[config.mk]
export PLATFORM = sky130hd
export DESIGN_NAME = pt32_walker
export DESIGN_NICKNAME = d
export VERILOG_FILES = /design/src/rtl/pt32_walker.sv
export SDC_FILE = /design/constraint.sdc
export NUM_CORES = 1
export LEC_CHECK = 0
export ABC_AREA = 1
export BUFFER_PORTS_ARGS = -buffer_cell sky130_fd_sc_hd__clkbuf_2
export CAP_MARGIN = 10
export CORE_AREA = 2 2 163 125
export DETAILED_ROUTE_END_ITERATION = 7
export DIE_AREA = 0 0 165 127
export SLEW_MARGIN = 20
export SYNTH_ARGS = -nofsm -noshare
export SYNTH_HDL_FRONTEND = slang
export SYNTH_SLANG_ARGS = --single-unit
[constraint.sdc]
create_clock -name clk -period 4.9 [get_ports clk]
set_clock_uncertainty 0.15 [all_clocks]
set_input_delay 0.49 -clock clk [delete_from_list [all_inputs] [get_ports clk]]
set_output_delay 0.49 -clock clk [all_outputs]
set_load 0.01 [all_outputs]
[src/rtl/pt32_walker.sv]
module pt32_walker #(
  parameter bit WIDE_PA = 1'b1
) (
  input  logic        clk,
  input  logic        rst_n,
  input  logic        paging_en,
  input  logic        big_page_en,
  input  logic [31:0] root_base,
  input  logic        req_valid,
  output logic        req_ready,
  input  logic [31:0] req_vaddr,
  input  logic        req_store,
  output logic        mem_req,
  output logic        mem_wr,
  output logic [31:0] mem_addr,
  output logic [31:0] mem_wdata,
  output logic [31:0] mem_cmp,
  input  logic        mem_ack,
  input  logic [31:0] mem_rdata,
  input  logic        mem_cas_ok,
  output logic        rsp_valid,
  output logic [39:0] rsp_paddr,
  output logic        rsp_big,
  output logic        rsp_user,
  output logic        rsp_writable,
  output logic        rsp_exec,
  output logic [1:0]  rsp_fault
);

  localparam int EW     = 32;
  localparam int PA_W   = 40;
  localparam int HI_W   = PA_W - EW;
  localparam int B_P    = 0;
  localparam int B_RW   = 1;
  localparam int B_US   = 2;
  localparam int B_ACC  = 5;
  localparam int B_DIRT = 6;
  localparam int B_BIG  = 7;
  localparam logic [1:0] F_NONE = 2'd0;
  localparam logic [1:0] F_NP   = 2'd1;
  localparam logic [1:0] F_RSV  = 2'd2;

  typedef enum logic [2:0] {S_IDLE, S_DIR, S_DSET, S_TBL, S_LEAF, S_RESP} st_t;

  st_t st;
  logic [31:0] va, root, pde, leaf;
  logic        store, bp_on, leaf_big, us_r, rw_r;

  logic [31:0] dir_addr, tbl_addr, leaf_set;
  logic        leaf_need, rd_rsv;
  logic [HI_W-1:0] leaf_hi;

  generate
    if (WIDE_PA) begin : g_wide
      assign leaf_hi = leaf[20:13];
      assign rd_rsv  = mem_rdata[21];
    end else begin : g_narrow
      assign leaf_hi = '0;
      assign rd_rsv  = 1'b0;
    end
  endgenerate

  assign dir_addr  = {root[31:12], va[31:22], 2'b00};
  assign tbl_addr  = {pde[31:12], va[21:12], 2'b00};
  assign leaf_set  = (32'd1 << B_ACC) | (store ? (32'd1 << B_DIRT) : 32'd0);
  assign leaf_need = |(leaf_set & ~leaf);

  assign req_ready = (st == S_IDLE);
  assign rsp_valid = (st == S_RESP);
  assign mem_req   = (st == S_DIR) || (st == S_DSET) || (st == S_TBL) ||
                     ((st == S_LEAF) && leaf_need);
  assign mem_wr    = (st == S_DSET) || (st == S_LEAF);

  always_comb begin
    mem_addr  = dir_addr;
    mem_cmp   = '0;
    mem_wdata = '0;
    case (st)
      S_DSET: begin
        mem_cmp   = pde;
        mem_wdata = pde | (32'd1 << B_ACC);
      end
      S_TBL:  mem_addr = tbl_addr;
      S_LEAF: begin
        mem_addr  = leaf_big ? dir_addr : tbl_addr;
        mem_cmp   = leaf;
        mem_wdata = leaf | leaf_set;
      end
      default: ;
    endcase
  end

  always_ff @(posedge clk) begin
    if (!rst_n) begin
      st <= S_IDLE;
      va <= '0; root <= '0; pde <= '0; leaf <= '0;
      store <= 1'b0; bp_on <= 1'b0; leaf_big <= 1'b0;
      us_r <= 1'b0; rw_r <= 1'b0;
      rsp_paddr <= '0; rsp_big <= 1'b0; rsp_user <= 1'b0;
      rsp_writable <= 1'b0; rsp_exec <= 1'b0; rsp_fault <= F_NONE;
    end else begin
      case (st)
        S_IDLE: if (req_valid) begin
          va    <= req_vaddr;
          store <= req_store;
          root  <= root_base;
          bp_on <= big_page_en;
          if (!paging_en) begin
            rsp_paddr    <= {{HI_W{1'b0}}, req_vaddr};
            rsp_big      <= 1'b0;
            rsp_user     <= 1'b1;
            rsp_writable <= 1'b1;
            rsp_exec     <= 1'b1;
            rsp_fault    <= F_NONE;
            st           <= S_RESP;
          end else begin
            st <= S_DIR;
          end
        end
        S_DIR: if (mem_ack) begin
          pde  <= mem_rdata;
          us_r <= mem_rdata[B_US];
          rw_r <= mem_rdata[B_RW];
          if (!mem_rdata[B_P]) begin
            rsp_paddr <= '0; rsp_big <= 1'b0; rsp_user <= 1'b0;
            rsp_writable <= 1'b0; rsp_exec <= 1'b0; rsp_fault <= F_NP;
            st <= S_RESP;
          end else if (mem_rdata[B_BIG] && bp_on) begin
            if (rd_rsv) begin
              rsp_paddr <= '0; rsp_big <= 1'b0; rsp_user <= 1'b0;
              rsp_writable <= 1'b0; rsp_exec <= 1'b0; rsp_fault <= F_RSV;
              st <= S_RESP;
            end else begin
              leaf     <= mem_rdata;
              leaf_big <= 1'b1;
              st       <= S_LEAF;
            end
          end else begin
            st <= mem_rdata[B_ACC] ? S_TBL : S_DSET;
          end
        end
        S_DSET: if (mem_ack) st <= mem_cas_ok ? S_TBL : S_DIR;
        S_TBL: if (mem_ack) begin
          if (!mem_rdata[B_P]) begin
            rsp_paddr <= '0; rsp_big <= 1'b0; rsp_user <= 1'b0;
            rsp_writable <= 1'b0; rsp_exec <= 1'b0; rsp_fault <= F_NP;
            st <= S_RESP;
          end else begin
            leaf     <= mem_rdata;
            leaf_big <= 1'b0;
            us_r     <= us_r & mem_rdata[B_US];
            rw_r     <= rw_r & mem_rdata[B_RW];
            st       <= S_LEAF;
          end
        end
        S_LEAF: if (!leaf_need || mem_ack) begin
          if (leaf_need && !mem_cas_ok) begin
            st <= S_DIR;
          end else begin
            rsp_paddr    <= leaf_big ? {leaf_hi, leaf[31:22], va[21:0]}
                                     : {{HI_W{1'b0}}, leaf[31:12], va[11:0]};
            rsp_big      <= leaf_big;
            rsp_user     <= us_r;
            rsp_writable <= rw_r & (store | leaf[B_DIRT]);
            rsp_exec     <= 1'b1;
            rsp_fault    <= F_NONE;
            st           <= S_RESP;
          end
        end
        S_RESP: st <= S_IDLE;
        default: st <= S_IDLE;
      endcase
    end
  end

  AST_RSP_PULSE: assert property (@(posedge clk) disable iff (!rst_n)
    rsp_valid |=> !rsp_valid);

  AST_IDLE_QUIET: assert property (@(posedge clk) disable iff (!rst_n)
    req_ready |-> !mem_req);

  AST_REQ_HOLD: assert property (@(posedge clk) disable iff (!rst_n)
    (mem_req && !mem_ack) |=> (mem_req && $stable(mem_addr) && $stable(mem_wr)));

  AST_CAS_ORSET: assert property (@(posedge clk) disable iff (!rst_n)
    (mem_req && mem_wr) |-> (((mem_wdata & ~mem_cmp) != 32'd0) &&
                             ((mem_cmp & ~mem_wdata) == 32'd0)));

  AST_ID_MAP: assert property (@(posedge clk) disable iff (!rst_n)
    (req_valid && req_ready && !paging_en) |=>
      (rsp_valid && rsp_paddr == {8'h00, $past(req_vaddr)} && rsp_fault == 2'd0 &&
       rsp_user && rsp_writable && rsp_exec));

  AST_OK_EXEC: assert property (@(posedge clk) disable iff (!rst_n)
    (rsp_valid && rsp_fault == 2'd0) |-> rsp_exec);

endmodule

# Yosys cells after proc, flatten, opt, wreduce, memory -nomap -nowiden
# Index checks and enable logic that the tools add are counted.
# op_classes
eq_ne,19
mux,86
bitwise_logic,7
n_reduce_logical,20
# ops
op,n
$mux W40,11
$pmux W32 S2,4
$mux W32,7
$pmux W40 S4,1
$mux W1,33
$and A7 B32 Y32,1
$not A32 Y32,1
$or A32 B7 Y32,1
$reduce_or A32 Y1,1
$mux W3,9
$mux W2,11
$ne A2 B2 Y1 const B,10
$pmux W1 S4,4
$pmux W3 S5,1
$reduce_and A10 Y1,1
$pmux W2 S4,1
$mux W7,1
$reduce_and A7 Y1,1
$eq A3 B2 Y1 const B,2
$eq A3 B3 Y1 const B,2
$pmux W1 S2,3
$logic_or A1 B1 Y1,5
$reduce_and A5 Y1,1
$ne A2 B1 Y1 const B,2
other kinds (12),18
# word_totals
register_bits,182
input_bits,104
output_inout_bits,146

# Longest topological paths before layout
# Gate-level depths: netlist (run 1).
# logic_depth
depth_word,7
mapped_depth,11
depth_no_buf,9

# Least setup slack after synthesis (run 1)
# Ideal clock, no wire load.
# synth_timing
path_kind,flip-flop to output port
from,register st[1]
to,output mem_wdata[0]
arrival_time_ps,1549
required_time_ps,4260
path_slack_ps,2711
stages_incl_launch_ff,8
n_path_buf,4
path_cell_list,dfxtp_1 > buf_4 > nor2_4 > nand2_1 > buf_2 > clkbuf_1 > o21ai_0 > buf_4
# synth_between
elab_chain_cells,2
word_cells_on_any_way,3
# synth_lines
element,line,text
"start, declared",45,st_t st;
"start signal, assigned",139,st <= mem_rdata[B_ACC] ? S_TBL : S_DSET;
"start signal, assigned",142,S_DSET: if (mem_ack) st <= mem_cas_ok ? S_TBL : S_DIR;
$eq A3 B3 Y1 or $eq A3 B2 Y1 (tied branches),78,case (st)
$pmux W32 S2 *,78,
"end, declared",16,"output logic [31:0] mem_wdata,"
# Every way passes the cells marked *; elsewhere a longest branch is shown, timed or not.

# Worst setup path after layout (run 1)
# layout_timing
from,register leaf_big
to,output mem_addr[12]
# layout_between
elab_chain_cells,2
# layout_lines
element,line,text
"start, declared",47,"logic store, bp_on, leaf_big, us_r, rw_r;"
"start signal, assigned",97,store <= 1'b0; bp_on <= 1'b0; leaf_big <= 1'b0;
"start signal, assigned",135,leaf_big <= 1'b1;
"start signal, assigned",150,leaf_big <= 1'b0;
$mux W32,85,mem_addr = leaf_big ? dir_addr : tbl_addr;
$pmux W32 S2,78,
"end, declared",15,"output logic [31:0] mem_addr,"
# Every way passes these cells.

==> results.md, run 1 <==
- R2r endpoint: rsp_paddr[25]
- RSZ-0062 raised after global routing: false
- Async SR Flop Fraction: 0%
- Synth-to-layout area growth: 21.2%
- Crit path launch type: register
- Ys Warns: 0
- Post-synth EDFFs: 0
- Grt ovf: 0
- Core area: 19200 µm²
- Status: finished clean
- Wirelength per Cell: 16.2 µm
- Final Max Tran Viols: 0
- Setup Slack @ Placement: 1620 ps
- Crit path cell chain: clkinv_1 > a21oi_4 > buf_4 > nand2_1 > o21ai_0 > clkbuf_2
- Worst path bufs/invs: 3
- Initial DRC count: 491
- Netlist cell types: 28
- Setup CP Type: register to output pin
- Tot GR Track Use: 22.7%
- Setup slack, reg-to-reg: 2080 ps
- Core Rows: 44
- DRC Markers: 0
- Routability cong.: 0.870
- Most area-consuming cells after synthesis: dfxtp_1 45%, o21ai_0 13%, a21oi_1 8.5%
- Vias in the first global route: 6614
- Overall die height: 127 µm
- Hold Vio Cnt, Final: 0
- Crit path from: leaf_big
- IO Port Bufs: 235
- Final nets: 1322
- CTS Buf Count: 17
- Static leakage: 3.93 nW
- Final min period: 3770 ps
- CTS H-Tree Depth: 4
- Avg Inst Size Synth: 7.11 µm²
- Drt pass-1 iters: 6
- Last element of the critical path: mem_addr[12]
- Worst EP required: 4260 ps
- Main synth FF type: dfxtp_1
- Pwr Total: 5.43 mW
- Reg clk slew, reported paths: 60 ps
- Post-DP HPWL: 16800 µm
- Final WL: 24100 µm
- Yosys reg bits: 170
- CP peak stage delay: 810 ps
- Number of setup buffers added after CTS: 0
- Max stage delay cell, worst path: dfxtp_1
- Synth top area share: 44.8%
- Share of cells above drive strength 1: 23.8%
- Die Wd: 165 µm
- Post-DR vias/cell: 5.04
- CP endpoint kind: output pin
- Sequential area share after synthesis: 44.8%
- Final setup fails: 0
- Peak Freq: 0.265 GHz
- Post-Layout Inst Area: 9200 µm²
- First-pass GRT wire length: 36700 µm
- CP Data Arrival Time: 3130 ps
- Hold Path Stages: 3
- Setup WS post-layout: 1130 ps
- CTS sink cnt: 170
- I/O pins: 250
- Cells after synthesis: 1067
- Fin crit share: 76.9%
- Setup TNS: 0 ps
- DP Area: 8600 µm²
- Peak supply drop: 0.367 mV
- Worst path top cell family by delay: buffers and inverters
- Synthesized cell area: 7590 µm²
- Pin count of the biggest net entering global routing: 72
- R2r startpoint: st[1]
- Worst slew pin tran: 1120 ps
- Routed Antenna Nets: 0
- Worst-path maximum fanout: 40
- Crit path depth: 6
- Type of the most critical hold path: input pin to register
- Clock Path Buffers: 2
- Commonest non-fill, non-tap cell in the layout: clkbuf_2
- FF-to-FF path depth: 8
- Pwr per Cell Area: 591 nW/µm²
- Via count: 7484
- Max cap viols: 0
- Die ar.: 21000 µm²
- Initial Util: 39.5%
- Post-cts resize count: 0
- Cts hold-fix bufs: 0
- Commonest non-fill, non-tap cells in the layout: 234 x clkbuf_2, 196 x o21ai_0, 170 x dfxtp_1
- Most area-hungry cell type in the Yosys netlist: dfxtp_1
- Skew-Pair Late Insertion Delay: 420 ps
- Root Driver: clkbuf_16
- TritonCTS clock tree: built
- Initial antenna violation count: 1
- Slew margin rel.: 25.4%
==> kinds of logic after synthesis <==
kind of cell,synth area share (%)
AOI/OAI and AO/OA,24.7
buffers and inverters,12.5
DFF,44.8
other,0.0494
and+or+nand+nor,17.9
==> cell type report <==
cell class / instances / area, µm²
Multi-Input combinational cell: 689 / 3270
Sequential cell: 170 / 3400
Timing Repair Buffer: 246 / 1260
Fill cell: 2023 / 10000
Clock buffer: 19 / 453
Inverter: 94 / 353
Clock inverter: 13 / 141
Antenna cell: 1 / 2.50
Tap cell: 253 / 317
==> per-layer routing <==
layer,wire [µm],GRT usage (%),vias to the layer above
li1,-,-,3815
met1,11500,31.8,3400
met2,10800,35.2,253
met3,1520,5.78,16
met4,282,4.81,0
met5,0,0,-
==> synthesized netlist by cell type (all sizes together), types with 2 or more instances <==
library cell  number
inv               93
buf               58
dfxtp            170
a21oi            129
o22ai             22
clkbuf            57
nand2            170
o21ai            197
nor3              42
a211oi             2
nor2              68
o211ai            10
nand3             43
==> stage by stage <==
| stage | utilization (%) | instances | hold WS (ps) |
|---|---|---|---|
| detailed placement | 44.8 | 1452 | 291 |
| floorplan | - | 1068 | 275 |
| finish | 47.9 | 1485 | 167 |
| CTS | 47.9 | 1484 | 148 |
| global placement | 44.8 | 1452 | 284 |
| global route | 47.9 | 1484 | 165 |
==> worst reg2reg max path, cell delays in order (launching register included) <==
cell	delay (ps)
dfxtp_1	550
nor2_4	100
nand2_2	520
nand2_1	130
inv_1	840
nand2_1	110
o21ai_0	160
nor3_1	80
nor2_1	120
==> sequential cells by signal, indices dropped and copies added, names as in the netlist <==
| name | cells |
|---|---|
| leaf_big | 1 |
| rsp_fault | 2 |
| pde | 32 |
| rsp_big | 1 |
| st | 3 |
| root | 20 |
| leaf | 32 |
| store | 1 |
| bp_on | 1 |
| rsp_paddr | 40 |
| rw_r | 1 |
| us_r | 1 |
| va | 32 |
| rsp_exec | 1 |
| rsp_user | 1 |
| rsp_writable | 1 |
==> report_power, final <==
group          switching, mW  internal, mW  total [mW]
Combinational           1.48         0.660        2.14
Sequential             0.175          1.75        1.93
Clock                  0.585         0.783        1.37
==> worst min path at each step <==
stage                        startpoint        to  slack (ps)
after floorplan                leaf[10]  leaf[10]         270
after global placement         leaf[11]  leaf[11]         280
after detailed placement        leaf[7]   leaf[7]         290
after CTS                 root_base[29]  root[29]         150
after global routing      root_base[26]  root[26]         170
final                     root_base[14]  root[14]         170
No activity file was read; power rests on OpenSTA's default activity.
==> inputs of run 2 (changes only) <==
Settings changed: ABC_AREA 1 to 0, CORE_AREA 2 2 163 125 to 2 2 166 127, DIE_AREA 0 0 165 127 to 0 0 168 129.
Clock period 4.9 ns to 3.7 ns, I/O delays scaled along.
==> run 2 against run 1 <==
Design area is 4.4% higher. Critical path depth is 1 lower. Area after synthesis is 3.8% higher. Non-clock buffer count is 6 higher. Setup slack worse by 780 ps. Critical path type unchanged.
==> results.md, run 2 <==
- Mux cell area share after synthesis: 9.37% (+9.4 points)
- Switching Power: 1.88 mW (-16%)
- RSZ-0062 raised after global routing: false
- Post-Layout Inst Area: 9610 µm² (+4.4%)
- CP Data Arrival Time: 2830 ps (-300 ps)
- Post-synth top cells: 222 x nand2_1, 170 x dfxtp_1, 89 x a21boi_0
- Commonest non-fill, non-tap cells in the layout: 234 x clkbuf_2, 221 x nand2_1, 170 x dfxtp_1
- Routed Antenna Nets: 0 (unchanged)
- IO Port Bufs: 235 (unchanged)
- Post-synthesis compound-gate area fraction: 21.3% (-3.5 points)
- Status: finished clean
- Avg Inst Size Synth: 8.75 µm² (+23%)
- Setup TNS: 0 ps (unchanged)
- Worst slew pin tran: 1050 ps (-70.6 ps)
- Via count: 6919 (-7.5%)
- Post-synth EDFFs: 0 (unchanged)
- Die ar.: 21700 µm² (+3.4%)
- Fin crit share: 90.6%
- Max cap viols: 0 (unchanged)
- Most area-consuming cells after synthesis: dfxtp_1 43%, nand2_1 11%, a21boi_0 8.5%
- Yosys reg bits: 170 (unchanged)
- Initial antenna violation count: 0 (-1)
- Core Rows: 45 (+2.3%)
- Post-DR vias/cell: 5.18 (+2.8%)
- Routability cong.: 0.840 (-3.4%)
- Most flops, register: rsp_paddr
- Max stage delay cell, worst path: o32ai_4
- Largest register FFs: 40 (unchanged)
- Async SR Flop Fraction: 0% (unchanged)
- Drt pass-1 iters: 5 (-1)
- Crit path cell chain: or2_1 > o32ai_4 > buf_12 > mux2_2 > clkbuf_2
- Cts hold-fix bufs: 0 (unchanged)
- Netlist cell types: 43 (+54%)
- Wirelength per Cell: 18.2 µm (+13%)
- Clock Path Buffers: 2 (unchanged)
- DP Area: 9020 µm² (+4.8%)
- Synth Area in Simple Gates: 18.5% (+0.56 points)
- First-pass GRT wire length: 37100 µm (+1.2%)
- Type of the most critical hold path: input pin to register
- Fill cells: 1994 (-1.4%)
- Share of cells above drive strength 1: 30.0% (+6.2 points)
- Setup slack, reg-to-reg: 1080 ps (-1000 ps)
- Setup CP Type: register to output pin
- Main synth FF type: dfxtp_1
- Worst-path maximum fanout: 19 (-53%)
- Switching Share: 34.0% (-7.1 points)
- Final WL: 24300 µm (+1.2%)
- TritonCTS clock tree: built
- Largest family of logic cells by synthesized area: compound AO/OA/AOI/OAI gates
- Commonest non-fill, non-tap cell in the layout: clkbuf_2
- Initial DRC count: 426 (-13%)
- Count leader, synth: nand2_1
- P_int: 3.64 mW (+14%)
- Static leakage: 4.48 nW (+14%)
- Post-Synth XOR/XNOR Area: 0% (unchanged)
- Final setup fails: 0 (unchanged)
- Reg clk slew, reported paths: 70 ps (about the same)
- Vias in the first global route: 6445 (-2.6%)
- Root Driver: clkbuf_16
- Peak Freq: 0.298 GHz
- Final nets: 1170 (-11%)
- Sequential area share after synthesis: 43.2% (-1.7 points)
- Synth-to-layout area growth: 21.9%
- Peak supply drop: 0.270 mV (-26%)
- CTS H-Tree Depth: 4 (unchanged)
- Final min period: 3350 ps
- Grt ovf: 0 (unchanged)
- Worst EP required: 3180 ps (-1080 ps)
- Ys Warns: 0 (unchanged)
- Hold Vio Cnt, Final: 0 (unchanged)
- CTS sink cnt: 170 (unchanged)
- Number of setup buffers added after CTS: 0 (unchanged)
- Synth top area share: 43.2% (-1.7 points)
- CTS Buf Count: 17 (unchanged)
- Post-DP HPWL: 16200 µm (-3.3%)
- CP endpoint kind: output pin
- Core area: 20000 µm² (+4.0%)
- Overall die height: 129 µm (+1.6%)
- Cells after synthesis: 901 (-16%)
- Clock power frac: 33.1% (+7.9 points)
- Tot GR Track Use: 22.2% (-0.41 points)
- I/O pins: 250 (unchanged)
- DRC Markers: 0 (unchanged)
- FF-to-FF path depth: 6 (-2)
- Crit path launch type: register
- Final Max Tran Viols: 0 (unchanged)
- Logic pwr share: 26.5% (-13 points)
- Hold Path Stages: 3 (unchanged)
- Pwr per Cell Area: 574 nW/µm² (-2.8%)
- Most area-hungry cell type in the Yosys netlist: dfxtp_1
- Pin count of the biggest net entering global routing: 75 (+4.2%)
- Slew margin rel.: 30.0% (+4.6 points)
- Initial Util: 39.4% (-0.079 points)
- Post-cts resize count: 0 (unchanged)
- Skew-Pair Late Insertion Delay: 430 ps (about the same)
- Die Wd: 168 µm (+1.8%)
- CP peak stage delay: 750 ps (-60 ps)
- Power share of the sequential group: 40.4% (+4.9 points)
- Post-Synth Adder-Cell Area: 0% (unchanged)
- N_diodes: 0 (-1)
- Synthesized cell area: 7880 µm² (+3.8%)
-- run 2: cell count changes after synthesis, moves of 32 or more --
cell      delta
nor3_1      -40
a21oi_1    -126
a21boi_0    +89
o21ai_0    -177
mux2i_1     +40
inv_1       -85
nor2b_1     +34
nand2_1     +54
o211a_1     +32
nor2_1      -52
-- run 2: stage by stage --
| step | hold WS [ps] | cells | worst slack (ps) | util (%) | power [mW] |
|---|---|---|---|---|---|
| 3_3_place_gp | 288 | 1305 | 792 | 45.1 | 3.73 |
| 3_5_place_dp | 298 | 1305 | 767 | 45.1 | 3.74 |
| 6_report | 20.5 | 1336 | 348 | 48.1 | 5.51 |
| 4_1_cts | 10.7 | 1336 | 328 | 48.1 | 5.56 |
| 5_1_grt | 14.1 | 1336 | 246 | 48.1 | 5.80 |
| 2_1_floorplan | 286 | 902 | 1440 | - | 3.18 |
-- run 2: cell families (layout without fill, tap and decap cells) --
kind of cell | Yosys count | count (layout)
AND/OR/NAND/NOR | 334 | 334
AO/OA/AOI/OAI | 214 | 214
flip-flops | 170 | 170
buffers and inverters | 112 | 288
multiplexers | 70 | 70
other | 1 | 2
-- run 2: path summary, 6_finish.rpt --
check / start / to
worst max-delay path: st[0] / mem_addr[7]
worst min-delay path: root_base[18] / root[18]
worst max register to register: st[0] / leaf[12]
worst min register to register: rsp_user / rsp_user
-- run 2: power by group through the flow --
stage / Combinational (mW) / Clock [mW] / Sequential, mW
after floorplan: 0.905 / 0 / 2.27
after global placement: 1.46 / 0 / 2.26
after detailed placement: 1.47 / 0 / 2.27
after CTS: 1.48 / 1.86 / 2.23
after global routing: 1.62 / 1.93 / 2.25
final: 1.46 / 1.82 / 2.23
-- run 2: area by class of cell --
class,count,area [µm²],area share [%]
multi-input combinational,620,3940,41.0
sequential,170,3400,35.4
timing repair buffer,252,1330,13.9
clock buffer,17,425,4.43
tap,258,323,3.36
clock inverter,14,161,1.68
inverter,5,18.8,0.195
-- run 2: metal layers --
metal	track usage [%]	share of wire, %
met5	0	0
met4	4.40	0.57
met3	6.18	6.4
met2	34.4	44
met1	31.2	49
-- run 2: critical path, delay by kind of cell, from the launching register on --
family	cells	cell delay (ps)
buffers and inverters	2	400
and+or+nand+nor	1	400
AOI/OAI and AO/OA	1	750
muxes	1	360
DFF	1	490
==> inputs of run 3 (changes only) <==
Settings changed: CORE_AREA 2 2 166 127 to 2 2 202 105, CTS_CLUSTER_SIZE from default to 12, DIE_AREA 0 0 168 129 to 0 0 204 107.
==> run 3 against run 2 <==
Flip-flop and latch count stayed put. Clock power increased by 2%. Cell count increased by 2.2%. Sequential share of layout area shrank 0.69 points. Register-to-register slack worse by 120 ps. Non-clock buffer count is 13 higher. Critical path depth is 1 higher. Die area grew 0.72%. Setup slack better by 200 ps. Global-route usage grew 0.92 points. Maximum frequency is 6.2% higher. Worst hold slack worse by 5.5 ps. Highest routed layer is now met5.
==> results.md, run 3 (synthesis gave the netlist of run 2 again) <==
- Status: finished clean
- I/O pins: 250 (unchanged)
- Core Rows: 37 (-18%)
- Hold Vio Cnt, Final: 0 (unchanged)
- Routability cong.: 0.907 (+8.0%)
- Synth-to-layout area growth: 24.3%
- Max cap viols: 0 (unchanged)
- Slew margin rel.: 24.4% (-5.6 points)
- Routed Antenna Nets: 0 (unchanged)
- Fin crit share: 85.3% (-5.3 points)
- Setup slack, reg-to-reg: 960 ps (-120 ps)
- Initial antenna violation count: 2 (+2)
- Skew-Pair Late Insertion Delay: 440 ps (about the same)
- Fill cells: 1996 (+0.10%)
- Setup CP Type: register to output pin
- Share of cells above drive strength 1: 29.5% (-0.48 points)
- Worst-path maximum fanout: 28 (+9)
- Tot GR Track Use: 23.2% (+0.92 points)
- CP Data Arrival Time: 2640 ps (-190 ps)
- RSZ-0062 raised after global routing: false
- IO Port Bufs: 235 (unchanged)
- Root Driver: clkbuf_16
- Post-DP HPWL: 16900 µm (+4.1%)
- DRC Markers: 0 (unchanged)
- TritonCTS clock tree: built
- Peak Freq: 0.317 GHz (+6.2%)
- Commonest non-fill, non-tap cell in the layout: clkbuf_2
- Post-DR vias/cell: 5.15 (-0.49%)
- Worst slew pin tran: 1130 ps (+84.2 ps)
- Reg clk slew, reported paths: 70 ps (about the same)
- CTS sink cnt: 170 (unchanged)
- Register area: 3400 µm² (unchanged)
- Crit path launch type: register
- Worst EP required: 3180 ps (about the same)
- WHS: 15.0 ps (-5.52 ps)
- Wirelength per Cell: 18.4 µm (+1.1%)
- Die ar.: 21800 µm² (+0.72%)
- Peak supply drop: 0.295 mV (+9.2%)
- Pin count of the biggest net entering global routing: 114 (+52%)
- Setup TNS: 0 ps (unchanged)
- Largest register FFs: 40 (unchanged)
- Area of the multi-input gates: 3940 µm² (unchanged)
- Die Wd: 204 µm (+21%)
- Vias in the first global route: 6570 (+1.9%)
- Final Max Tran Viols: 0 (unchanged)
- Grt ovf: 0 (unchanged)
- Commonest non-fill, non-tap cells in the layout: 234 x clkbuf_2, 221 x nand2_1, 170 x dfxtp_1
- Overall die height: 107 µm (-17%)
- Core area: 20100 µm² (+0.52%)
- Initial DRC count: 354 (-17%)
- Clock Path Buffers: 2 (unchanged)
- Final setup fails: 0 (unchanged)
- Most flops, register: rsp_paddr
- Final min period: 3160 ps (-196 ps)
- Setup WS post-layout: 544 ps (+196 ps)
- CTS Buf Count: 17 (unchanged)
- Pwr per Cell Area: 571 nW/µm² (-0.59%)
- CTS H-Tree Depth: 4 (unchanged)
- Setup Slack @ Placement: 1040 ps (+274 ps)
- Static leakage: 4.56 nW (+1.7%)
- CP endpoint kind: output pin
- First-pass GRT wire length: 38100 µm (+2.6%)
- Drt pass-1 iters: 4 (-1)
- Final WL: 25200 µm (+3.4%)
- Final nets: 1183 (+1.1%)
- Type of the most critical hold path: input pin to register
- Initial Util: 39.2% (-0.20 points)
- Via count: 7040 (+1.7%)
-- run 3: area by class of cell --
type,instances,share of cell area (%)
tap,273,3.49
sequential,170,34.7
multi-input combinational,620,40.2
inverter,5,0.192
antenna,1,0.0255
timing repair buffer,265,15.1
clock buffer,17,4.34
clock inverter,15,1.85
-- run 3: path summary, 6_finish.rpt --
| kind | start | cells after the start | end |
|---|---|---|---|
| worst max-delay path | st[1] | 6 | mem_addr[2] |
| worst min-delay path | root_base[22] | 3 | root[22] |
| worst max register to register | st[1] | 7 | rsp_paddr[14] |
| worst min register to register | rsp_writable | 2 | rsp_writable |
-- run 3: repair_timing --
item                      in CTS  in global routing
resized for setup              0                  0
hold endpoints to repair      16                  0
buffers inserted               0                  0
hold buffers                  16                  0
-- run 3: per-layer routing --
layer  global-route usage (%)  part of all wire (%)
met5                        0                 0.052
met4                     7.56                   1.5
met3                     6.35                   7.4
met2                     32.3                    41
met1                     34.0                    50
-- run 3: report_power, final --
group | total, mW | leakage (nW) | internal, mW | switching, mW
sequential | 2.23 | 1.39 | 2.07 | 0.163
clock | 1.86 | 0.300 | 1.03 | 0.839
combinational | 1.49 | 2.87 | 0.563 | 0.931
total | 5.59 | 4.56 | 3.66 | 1.93
-- run 3: stage by stage --
stage / area, µm² / utilization (%) / std cells / power, mW
2_1_floorplan: 7890 / - / 902 / 3.18
3_5_place_dp: 9030 / 44.9 / 1317 / 3.76
6_report: 9800 / 48.8 / 1366 / 5.59
3_3_place_gp: 9030 / 44.9 / 1317 / 3.74
4_1_cts: 9790 / 48.7 / 1365 / 5.64
5_1_grt: 9790 / 48.7 / 1365 / 5.88
-- run 3: worst max-delay path, cell delays in order (launching register included) --
cell and delay (ps):
dfxtp_1 430, buf_4 250, or2_1 330, o32ai_4 370, buf_12 260, mux2_2 380, clkbuf_2 130
